--- config.mk ---
export PLATFORM = sky130hd
export DESIGN_NAME = enc_chan_regs
export DESIGN_NICKNAME = d
export VERILOG_FILES = /design/src/rtl/enc_chan_pkg.sv /design/src/rtl/enc_byte_ptr.sv /design/src/rtl/enc_ctrl_decode.sv /design/src/rtl/enc_count_core.sv /design/src/rtl/enc_chan_regs.sv
export SDC_FILE = /design/constraint.sdc
export NUM_CORES = 1
export LEC_CHECK = 0
export BUFFER_PORTS_ARGS = -buffer_cell sky130_fd_sc_hd__buf_2
export CORE_UTILIZATION = 56
export CTS_BUF_LIST = sky130_fd_sc_hd__clkbuf_2 sky130_fd_sc_hd__clkbuf_4 sky130_fd_sc_hd__clkbuf_8
export CTS_CLUSTER_SIZE = 8
export DETAILED_ROUTE_END_ITERATION = 16
export GPL_TIMING_DRIVEN = 0
export PLACE_DENSITY = 0.73
export SETUP_SLACK_MARGIN = 0.1
export SLEW_MARGIN = 20
export SYNTH_ARGS = -nofsm -noshare
export SYNTH_HDL_FRONTEND = slang
export SYNTH_SLANG_ARGS = --single-unit
--- constraint.sdc ---
create_clock -name clk -period 4.5 [get_ports clk]
set_input_delay 0.675 -clock clk [delete_from_list [all_inputs] [get_ports clk]]
set_output_delay 0.675 -clock clk [all_outputs]
set_load 0.05 [all_outputs]
--- src/rtl/enc_chan_pkg.sv ---
package enc_chan_pkg;
    localparam int CNT_W   = 24;
    localparam int BUS_W   = 8;
    localparam int NBYTES  = CNT_W / BUS_W;

    typedef enum logic [1:0] {
        PTR_LO  = 2'd0,
        PTR_MID = 2'd1,
        PTR_HI  = 2'd2
    } ptr_e;

    localparam logic [2:0] TGT_RLD  = 3'b000;
    localparam logic [2:0] TGT_MODE = 3'b001;
    localparam logic [2:0] TGT_IOC  = 3'b010;
    localparam logic [2:0] TGT_IDX  = 3'b011;

    typedef enum logic [1:0] {
        MODE_NORMAL  = 2'd0,
        MODE_RANGE   = 2'd1,
        MODE_NORECYC = 2'd2,
        MODE_MODN    = 2'd3
    } cmode_e;

    typedef enum logic [1:0] {
        IRQ_CARRY = 2'd0,
        IRQ_CMP   = 2'd1,
        IRQ_CB    = 2'd2,
        IRQ_INDEX = 2'd3
    } isel_e;
endpackage

--- src/rtl/enc_byte_ptr.sv ---
module enc_byte_ptr
    import enc_chan_pkg::*;
(
    input  logic clk,
    input  logic rst_n,
    input  logic clr_i,
    input  logic step_i,
    output ptr_e ptr_o
);
    ptr_e st_q, st_d;

    always_ff @(posedge clk or negedge rst_n) begin
        if (!rst_n) st_q <= PTR_LO;
        else        st_q <= st_d;
    end

    always_comb begin
        st_d = st_q;
        if (clr_i) begin
            st_d = PTR_LO;
        end else if (step_i) begin
            unique case (st_q)
                PTR_LO:  st_d = PTR_MID;
                PTR_MID: st_d = PTR_HI;
                PTR_HI:  st_d = PTR_LO;
                default: st_d = PTR_LO;
            endcase
        end
    end

    assign ptr_o = st_q;

    p_ptr_clear_r2: assert property (@(posedge clk) disable iff (!rst_n)
        clr_i |=> (st_q == PTR_LO));
    p_ptr_idle_r2: assert property (@(posedge clk) disable iff (!rst_n)
        (!clr_i && !step_i) |=> $stable(st_q));
endmodule

--- src/rtl/enc_ctrl_decode.sv ---
module enc_ctrl_decode
    import enc_chan_pkg::*;
(
    input  logic             clk,
    input  logic             rst_n,
    input  logic             wr_i,
    input  logic [BUS_W-1:0] wdata_i,
    output logic             rst_ptr_o,
    output logic             clr_cnt_o,
    output logic             clr_flags_o,
    output logic             clr_err_o,
    output logic             ld_cnt_o,
    output logic             ld_latch_o,
    output logic             ld_psc_o,
    output cmode_e           mode_o,
    output logic             cnt_en_o,
    output logic             idx_ld_en_o,
    output isel_e            isel_o,
    output logic             idx_pos_o
);
    logic [2:0] tgt;
    assign tgt = wdata_i[7:5];

    always_comb begin
        rst_ptr_o   = 1'b0;
        clr_cnt_o   = 1'b0;
        clr_flags_o = 1'b0;
        clr_err_o   = 1'b0;
        ld_cnt_o    = 1'b0;
        ld_latch_o  = 1'b0;
        ld_psc_o    = 1'b0;
        if (wr_i && tgt == TGT_RLD) begin
            rst_ptr_o = wdata_i[0];
            case (wdata_i[2:1])
                2'b01:   clr_cnt_o   = 1'b1;
                2'b10:   clr_flags_o = 1'b1;
                2'b11:   clr_err_o   = 1'b1;
                default: ;
            endcase
            case (wdata_i[4:3])
                2'b01:   ld_cnt_o   = 1'b1;
                2'b10:   ld_latch_o = 1'b1;
                2'b11:   ld_psc_o   = 1'b1;
                default: ;
            endcase
        end
    end

    logic idx_ld_n_q;

    always_ff @(posedge clk or negedge rst_n) begin
        if (!rst_n) begin
            mode_o     <= MODE_NORMAL;
            cnt_en_o   <= 1'b0;
            idx_ld_n_q <= 1'b0;
            isel_o     <= IRQ_CARRY;
            idx_pos_o  <= 1'b0;
        end else if (wr_i) begin
            case (tgt)
                TGT_MODE: mode_o <= cmode_e'(wdata_i[2:1]);
                TGT_IOC: begin
                    cnt_en_o   <= wdata_i[0];
                    idx_ld_n_q <= wdata_i[1];
                    isel_o     <= isel_e'(wdata_i[4:3]);
                end
                TGT_IDX:  idx_pos_o <= wdata_i[1];
                default: ;
            endcase
        end
    end

    assign idx_ld_en_o = ~idx_ld_n_q;

    p_cfg_hold_r14: assert property (@(posedge clk) disable iff (!rst_n)
        (wr_i && wdata_i[7]) |=> ($stable(mode_o) && $stable(cnt_en_o) && $stable(isel_o)));
endmodule

--- src/rtl/enc_count_core.sv ---
module enc_count_core
    import enc_chan_pkg::*;
(
    input  logic             clk,
    input  logic             rst_n,
    input  logic             up_i,
    input  logic             dn_i,
    input  logic             idx_i,
    input  logic             en_i,
    input  cmode_e           mode_i,
    input  logic             idx_ld_en_i,
    input  logic             idx_pos_i,
    input  isel_e            isel_i,
    input  logic             clr_cnt_i,
    input  logic             ld_cnt_i,
    input  logic             clr_flags_i,
    input  logic             clr_err_i,
    input  logic [CNT_W-1:0] preset_i,
    output logic [CNT_W-1:0] cnt_o,
    output logic [BUS_W-1:0] flags_o,
    output logic             irq_o
);
    localparam logic [CNT_W-1:0] CNT_MAX = '1;

    logic [CNT_W-1:0] cnt_q, cnt_d;
    logic idx_q, halt_q, bt_q, ct_q, cmp_q, err_q, dir_q;
    logic idx_edge, idx_load, overide, step_up, step_dn, conflict;
    logic carry_ev, borrow_ev, cmp_ev;

    assign idx_edge = idx_pos_i ? (idx_i & ~idx_q) : (~idx_i & idx_q);
    assign idx_load = idx_edge & idx_ld_en_i;
    assign overide  = clr_cnt_i | ld_cnt_i | idx_load;
    assign step_up  = en_i & up_i & ~dn_i & ~halt_q & ~overide;
    assign step_dn  = en_i & dn_i & ~up_i & ~halt_q & ~overide;
    assign conflict = en_i & up_i & dn_i;

    always_comb begin
        cnt_d     = cnt_q;
        carry_ev  = 1'b0;
        borrow_ev = 1'b0;
        if (step_up) begin
            unique case (mode_i)
                MODE_NORMAL, MODE_NORECYC: begin
                    carry_ev = (cnt_q == CNT_MAX);
                    cnt_d    = cnt_q + 1'b1;
                end
                MODE_RANGE: begin
                    carry_ev = (cnt_q >= preset_i);
                    if (!carry_ev) cnt_d = cnt_q + 1'b1;
                end
                MODE_MODN: begin
                    carry_ev = (cnt_q >= preset_i);
                    cnt_d    = carry_ev ? '0 : cnt_q + 1'b1;
                end
                default: ;
            endcase
        end else if (step_dn) begin
            borrow_ev = (cnt_q == '0);
            unique case (mode_i)
                MODE_NORMAL, MODE_NORECYC: cnt_d = cnt_q - 1'b1;
                MODE_RANGE: if (!borrow_ev) cnt_d = cnt_q - 1'b1;
                MODE_MODN:  cnt_d = borrow_ev ? preset_i : cnt_q - 1'b1;
                default: ;
            endcase
        end
        if (clr_cnt_i)                 cnt_d = '0;
        else if (ld_cnt_i || idx_load) cnt_d = preset_i;
    end

    assign cmp_ev = (step_up | step_dn) && (cnt_d == preset_i);

    always_ff @(posedge clk or negedge rst_n) begin
        if (!rst_n) begin
            cnt_q  <= '0;
            idx_q  <= 1'b0;
            halt_q <= 1'b0;
            bt_q   <= 1'b0;
            ct_q   <= 1'b0;
            cmp_q  <= 1'b0;
            err_q  <= 1'b0;
            dir_q  <= 1'b0;
            irq_o  <= 1'b0;
        end else begin
            cnt_q <= cnt_d;
            idx_q <= idx_i;
            if (overide)
                halt_q <= 1'b0;
            else if (mode_i == MODE_NORECYC && (carry_ev || borrow_ev))
                halt_q <= 1'b1;
            if (clr_flags_i) begin
                bt_q  <= 1'b0;
                ct_q  <= 1'b0;
                cmp_q <= 1'b0;
            end else begin
                bt_q  <= bt_q ^ borrow_ev;
                ct_q  <= ct_q ^ carry_ev;
                cmp_q <= cmp_q | cmp_ev;
            end
            if (clr_err_i)     err_q <= 1'b0;
            else if (conflict) err_q <= 1'b1;
            if (step_up)      dir_q <= 1'b1;
            else if (step_dn) dir_q <= 1'b0;
            unique case (isel_i)
                IRQ_CARRY: irq_o <= carry_ev;
                IRQ_CMP:   irq_o <= cmp_ev;
                IRQ_CB:    irq_o <= carry_ev | borrow_ev;
                IRQ_INDEX: irq_o <= idx_edge;
                default:   irq_o <= 1'b0;
            endcase
        end
    end

    assign cnt_o   = cnt_q;
    assign flags_o = {2'b00, dir_q, err_q, 1'b0, cmp_q, ct_q, bt_q};

    p_hold_disabled_r10: assert property (@(posedge clk) disable iff (!rst_n)
        (!en_i && !clr_cnt_i && !ld_cnt_i && !idx_load) |=> $stable(cnt_q));
    p_range_hold_r6: assert property (@(posedge clk) disable iff (!rst_n)
        (mode_i == MODE_RANGE && en_i && up_i && !dn_i && cnt_q == preset_i && !overide)
        |=> (cnt_q == $past(preset_i)));
    p_modn_wrap_r8: assert property (@(posedge clk) disable iff (!rst_n)
        (mode_i == MODE_MODN && en_i && up_i && !dn_i && !halt_q && cnt_q == preset_i && !overide)
        |=> (cnt_q == '0));
    p_halt_freeze_r7: assert property (@(posedge clk) disable iff (!rst_n)
        (halt_q && !overide) |=> $stable(cnt_q));
    p_err_sticky_r9: assert property (@(posedge clk) disable iff (!rst_n)
        (err_q && !clr_err_i) |=> err_q);
endmodule

--- src/rtl/enc_chan_regs.sv ---
module enc_chan_regs
    import enc_chan_pkg::*;
(
    input  logic             clk,
    input  logic             rst_n,
    input  logic             bus_wr,
    input  logic             bus_rd,
    input  logic             bus_ctrl,
    input  logic [BUS_W-1:0] bus_wdata,
    output logic [BUS_W-1:0] bus_rdata,
    input  logic             cnt_up,
    input  logic             cnt_dn,
    input  logic             index_in,
    output logic             irq_out,
    output logic [BUS_W-1:0] flt_div
);
    logic ctrl_wr, data_wr, data_rd;
    assign ctrl_wr = bus_wr & bus_ctrl;
    assign data_wr = bus_wr & ~bus_ctrl;
    assign data_rd = bus_rd & ~bus_ctrl;

    logic rst_ptr, clr_cnt, clr_flags, clr_err, ld_cnt, ld_latch, ld_psc;
    logic cnt_en, idx_ld_en, idx_pos;
    cmode_e mode;
    isel_e  isel;
    ptr_e   ptr;

    logic [CNT_W-1:0] preset_q, latch_q, cnt;
    logic [BUS_W-1:0] flags, psc_q;

    enc_ctrl_decode u_dec (
        .clk(clk), .rst_n(rst_n), .wr_i(ctrl_wr), .wdata_i(bus_wdata),
        .rst_ptr_o(rst_ptr), .clr_cnt_o(clr_cnt), .clr_flags_o(clr_flags),
        .clr_err_o(clr_err), .ld_cnt_o(ld_cnt), .ld_latch_o(ld_latch),
        .ld_psc_o(ld_psc), .mode_o(mode), .cnt_en_o(cnt_en),
        .idx_ld_en_o(idx_ld_en), .isel_o(isel), .idx_pos_o(idx_pos)
    );

    enc_byte_ptr u_ptr (
        .clk(clk), .rst_n(rst_n), .clr_i(rst_ptr),
        .step_i(data_wr | data_rd), .ptr_o(ptr)
    );

    enc_count_core u_core (
        .clk(clk), .rst_n(rst_n), .up_i(cnt_up), .dn_i(cnt_dn),
        .idx_i(index_in), .en_i(cnt_en), .mode_i(mode),
        .idx_ld_en_i(idx_ld_en), .idx_pos_i(idx_pos), .isel_i(isel),
        .clr_cnt_i(clr_cnt), .ld_cnt_i(ld_cnt), .clr_flags_i(clr_flags),
        .clr_err_i(clr_err), .preset_i(preset_q), .cnt_o(cnt),
        .flags_o(flags), .irq_o(irq_out)
    );

    always_ff @(posedge clk or negedge rst_n) begin
        if (!rst_n) begin
            preset_q <= '0;
            latch_q  <= '0;
            psc_q    <= '0;
        end else begin
            if (data_wr) begin
                unique case (ptr)
                    PTR_LO:  preset_q[BUS_W-1:0]         <= bus_wdata;
                    PTR_MID: preset_q[2*BUS_W-1:BUS_W]   <= bus_wdata;
                    PTR_HI:  preset_q[3*BUS_W-1:2*BUS_W] <= bus_wdata;
                    default: ;
                endcase
            end
            if (ld_latch) latch_q <= cnt;
            if (ld_psc)   psc_q   <= preset_q[BUS_W-1:0];
        end
    end

    always_comb begin
        bus_rdata = '0;
        if (bus_ctrl) begin
            bus_rdata = flags;
        end else begin
            unique case (ptr)
                PTR_LO:  bus_rdata = latch_q[BUS_W-1:0];
                PTR_MID: bus_rdata = latch_q[2*BUS_W-1:BUS_W];
                PTR_HI:  bus_rdata = latch_q[3*BUS_W-1:2*BUS_W];
                default: bus_rdata = '0;
            endcase
        end
    end

    assign flt_div = psc_q;

    p_latch_only_cmd_r3: assert property (@(posedge clk) disable iff (!rst_n)
        !ld_latch |=> $stable(latch_q));
    p_preset_only_data_r2: assert property (@(posedge clk) disable iff (!rst_n)
        !data_wr |=> $stable(preset_q));
    p_psc_only_cmd_r13: assert property (@(posedge clk) disable iff (!rst_n)
        !ld_psc |=> $stable(psc_q));
endmodule

==> metrics.cfg <==
[cells_and_area]
final_util_pct=68.0
syn_to_final_growth_pct=17.5
fin_nets=1167
layoutNonFillerInstCount=1310
drive_gt1_share_pct=21.8

[routing]
via_per_inst=7.69
drc=0
wire_per_inst_um=31.6
dr.first_iter.drc_count=2034
dr.pass1.iters=6
routed_wl_um=41400
ant_nets=0
num_vias=10100

[hold_path]
hold_path.class=in2async

[synthesis]
synthArstFlopShare_pct=100
syn_avg_cell_area_um2=7.82
netlist_area_um2=8130
synthCells=1040
yosysTopAreaCell=dfrtp_1
synth_area_leaders=dfrtp_1 (30%), a21oi_1 (5.0%), nand2_1 (4.9%)
ys_seq_elements=97
synth.most_common_cell=nand2_1
synth_warnings=0
synth_fp_nets=1084
ys_types=79
synth_top_area_share_pct=29.8
synth_edf_count=0
ys.flop_type=dfrtp_1
synth_common_cells=nand2_1 (106), dfrtp_1 (97), nor2_1 (83), a21oi_1 (82), clkbuf_1 (75)
seq_area_frac_synth_pct=29.8

[global_route]
grt_pass1_vias=9326
gr-total-overflow=0
grt_first_pass_wirelength_um=59500
antenna_found_initial=3
track_usage_pct=56.7
grt_start_max_net_pins=80

[timing]
rsz0062_at_grt=yes
finalMaxSlewViolations=0
worst_slew_pin_slew_ns=1.20
max_freq_ghz=0.209
finalSetupViolCount=2
period_needed_ns=4.78
period_share_pct=106
hold_violations=0
relSlewSlack_pct=19.8
setup_ws_ns=-0.281
fin_skew_ns=0.0224

[power]
p_int_mw=2.91
p_sw_mw=3.83
p_per_area_nw_per_um2=705
p_leak_nw=3.80
irDropWorstVdd_v=0.000521
switching_share_pct=56.9
combPwrFrac_pct=68.0
p_clk_share_pct=9.1
total_power_mw=6.74
pwr-share-seq_pct=23.0

[critical_path]
r2r_end=u_core.irq_o$_DFF_PN0_
crit_end=u_core.irq_o$_DFF_PN0_
critPathMaxFanout=10
cp-startpoint=bus_wdata[1]
reg2reg_depth=14
crit_arrival_ns=5.10
required_ns=4.81
cp-start-kind=primary input
worst_setup_path_end_kind=register
r2r_start=u_core.cnt_o[8]$_DFF_PN0_
r2r_slack_ns=-0.24
path_class=in2reg

[place]
portBuffers=30
place.gp.congestion=1.16
hpwl_um=29200
dpl_worst_slack_ns=-1.43
place_inst=1251

[flow_run]
drv_cap=0

[die]
fp.dieArea_um2=15000
die_y_um=123
core_um2=14000
initial_core_util_pct=57.9
die_w_um=123
num_io_pins=33
rows=43

[clocking]
clockBufferDepth=2
clock-sinks=97
clkTransAtPathRegs_ns=0.12
cts_tree=yes
cts_root_buf=clkbuf_8
cts_buffers=9
cts_max_level=3
clock_latency_ns=0.42

[run_status]
status=finished with violations
violations=negative setup slack

[area by class of cell]
type	count	area (um^2)
Antenna cell	2	5.00
Fill cell	1151	4490
Multi-Input combinational cell	815	5620
Buffer	81	362
Inverter	45	185
Clock inverter	6	61.3
Sequential cell	97	2450
Clock buffer	10	138
Timing Repair Buffer	74	510
Tap cell	180	225
[worst max-delay path: stages]
cell,delay (ns)
clkbuf_1,0.64
nor2b_1,0.35
o211ai_1,0.12
buf_4,0.19
nand2_1,0.31
clkbuf_1,0.85
nor3_1,0.25
a221oi_2,0.36
o2111a_1,0.31
o2111ai_1,0.21
nor4_2,0.31
nand4_1,0.15
buf_6,0.19
o31ai_4,0.17
[power by group through the flow]
stage	Combinational (mW)	Clock, mW	Sequential, mW
after global placement	3.51	0	1.56
after CTS	3.98	0.598	1.52
after floorplan	2.32	0	1.47
final	4.58	0.611	1.55
after global routing	4.73	0.625	1.56
after detailed placement	3.54	0	1.58
[worst min path at each step]
stage	from	end	cells after the start	slack (ns)
after floorplan	rst_n	flt_div[0]$_DFFE_PN0P_	0	0.38
after global placement	flt_div[2]$_DFFE_PN0P_	flt_div[2]$_DFFE_PN0P_	2	0.46
after detailed placement	flt_div[2]$_DFFE_PN0P_	flt_div[2]$_DFFE_PN0P_	2	0.47
after CTS	rst_n	flt_div[1]$_DFFE_PN0P_	1	0.09
after global routing	rst_n	flt_div[1]$_DFFE_PN0P_	1	0.1
final	rst_n	flt_div[1]$_DFFE_PN0P_	1	0.08
[timing repair]
action	in CTS	in global routing
cloned	0	0
pin swaps	19	17
setup endpoints to repair	13	12
gates resized for setup	72	51
hold buffers	0	0
setup buffers	31	12
[flip-flops by register name, indices dropped and copies added, names as in the netlist, 2 cells and up]
signal        count
u_dec.isel_o      2
u_dec.mode_o      2
u_ptr.ptr_o       2
flt_div           8
u_core.cnt_o     24
preset_q         24
latch_q          24
[routing by layer]
layer  up-vias  global-route usage (%)  part of all wire, %
li1       4074                       -                    -
met1      4601                    68.0                   35
met2      1051                    75.2                   38
met3       338                    31.6                   17
met4         4                    40.5                  9.0
met5         -                       0                 0.20
[metrics by stage]
stage / cell area [um^2] / setup TNS (ns) / hold slack (ns)
after floorplan: 8130 / 0 / 0.379
after global placement: 8510 / -6.95 / 0.456
after detailed placement: 8550 / -7.79 / 0.470
after CTS: 9240 / -0.336 / 0.0874
after global routing: 9550 / -0.277 / 0.0976
final: 9550 / -0.536 / 0.0825
[cells by family after synthesis]
group           share of synthesized area, %
flops                                   29.8
buf+inv                                 6.14
compound gates                          25.0
xor+xnor                                1.72
mux                                     6.78
simple gates                            26.2
fa+ha+maj                               4.31
[placed cells by master, fill, tap and decap left out, types with 8 or more instances in the layout]
cell type and instances:
nand2_1 101, a21oi_1 80, dfrtp_1 80, nor2_1 79
o21ai_0 73, clkbuf_1 59, buf_4 44, nor3_1 38
inv_1 36, nand3_1 34, mux2_2 33, buf_2 30
nand4_1 28, nor4_1 22, a211oi_1 21, ha_1 20
and3_1 19, mux2i_1 18, dfrtp_2 17, or3_1 16
xnor2_1 15, clkbuf_2 12, a31oi_1 12, or2_2 10
o211ai_1 10, clkbuf_8 10, or4_1 9, ha_4 8
No activity file was read; power rests on OpenSTA's default activity.
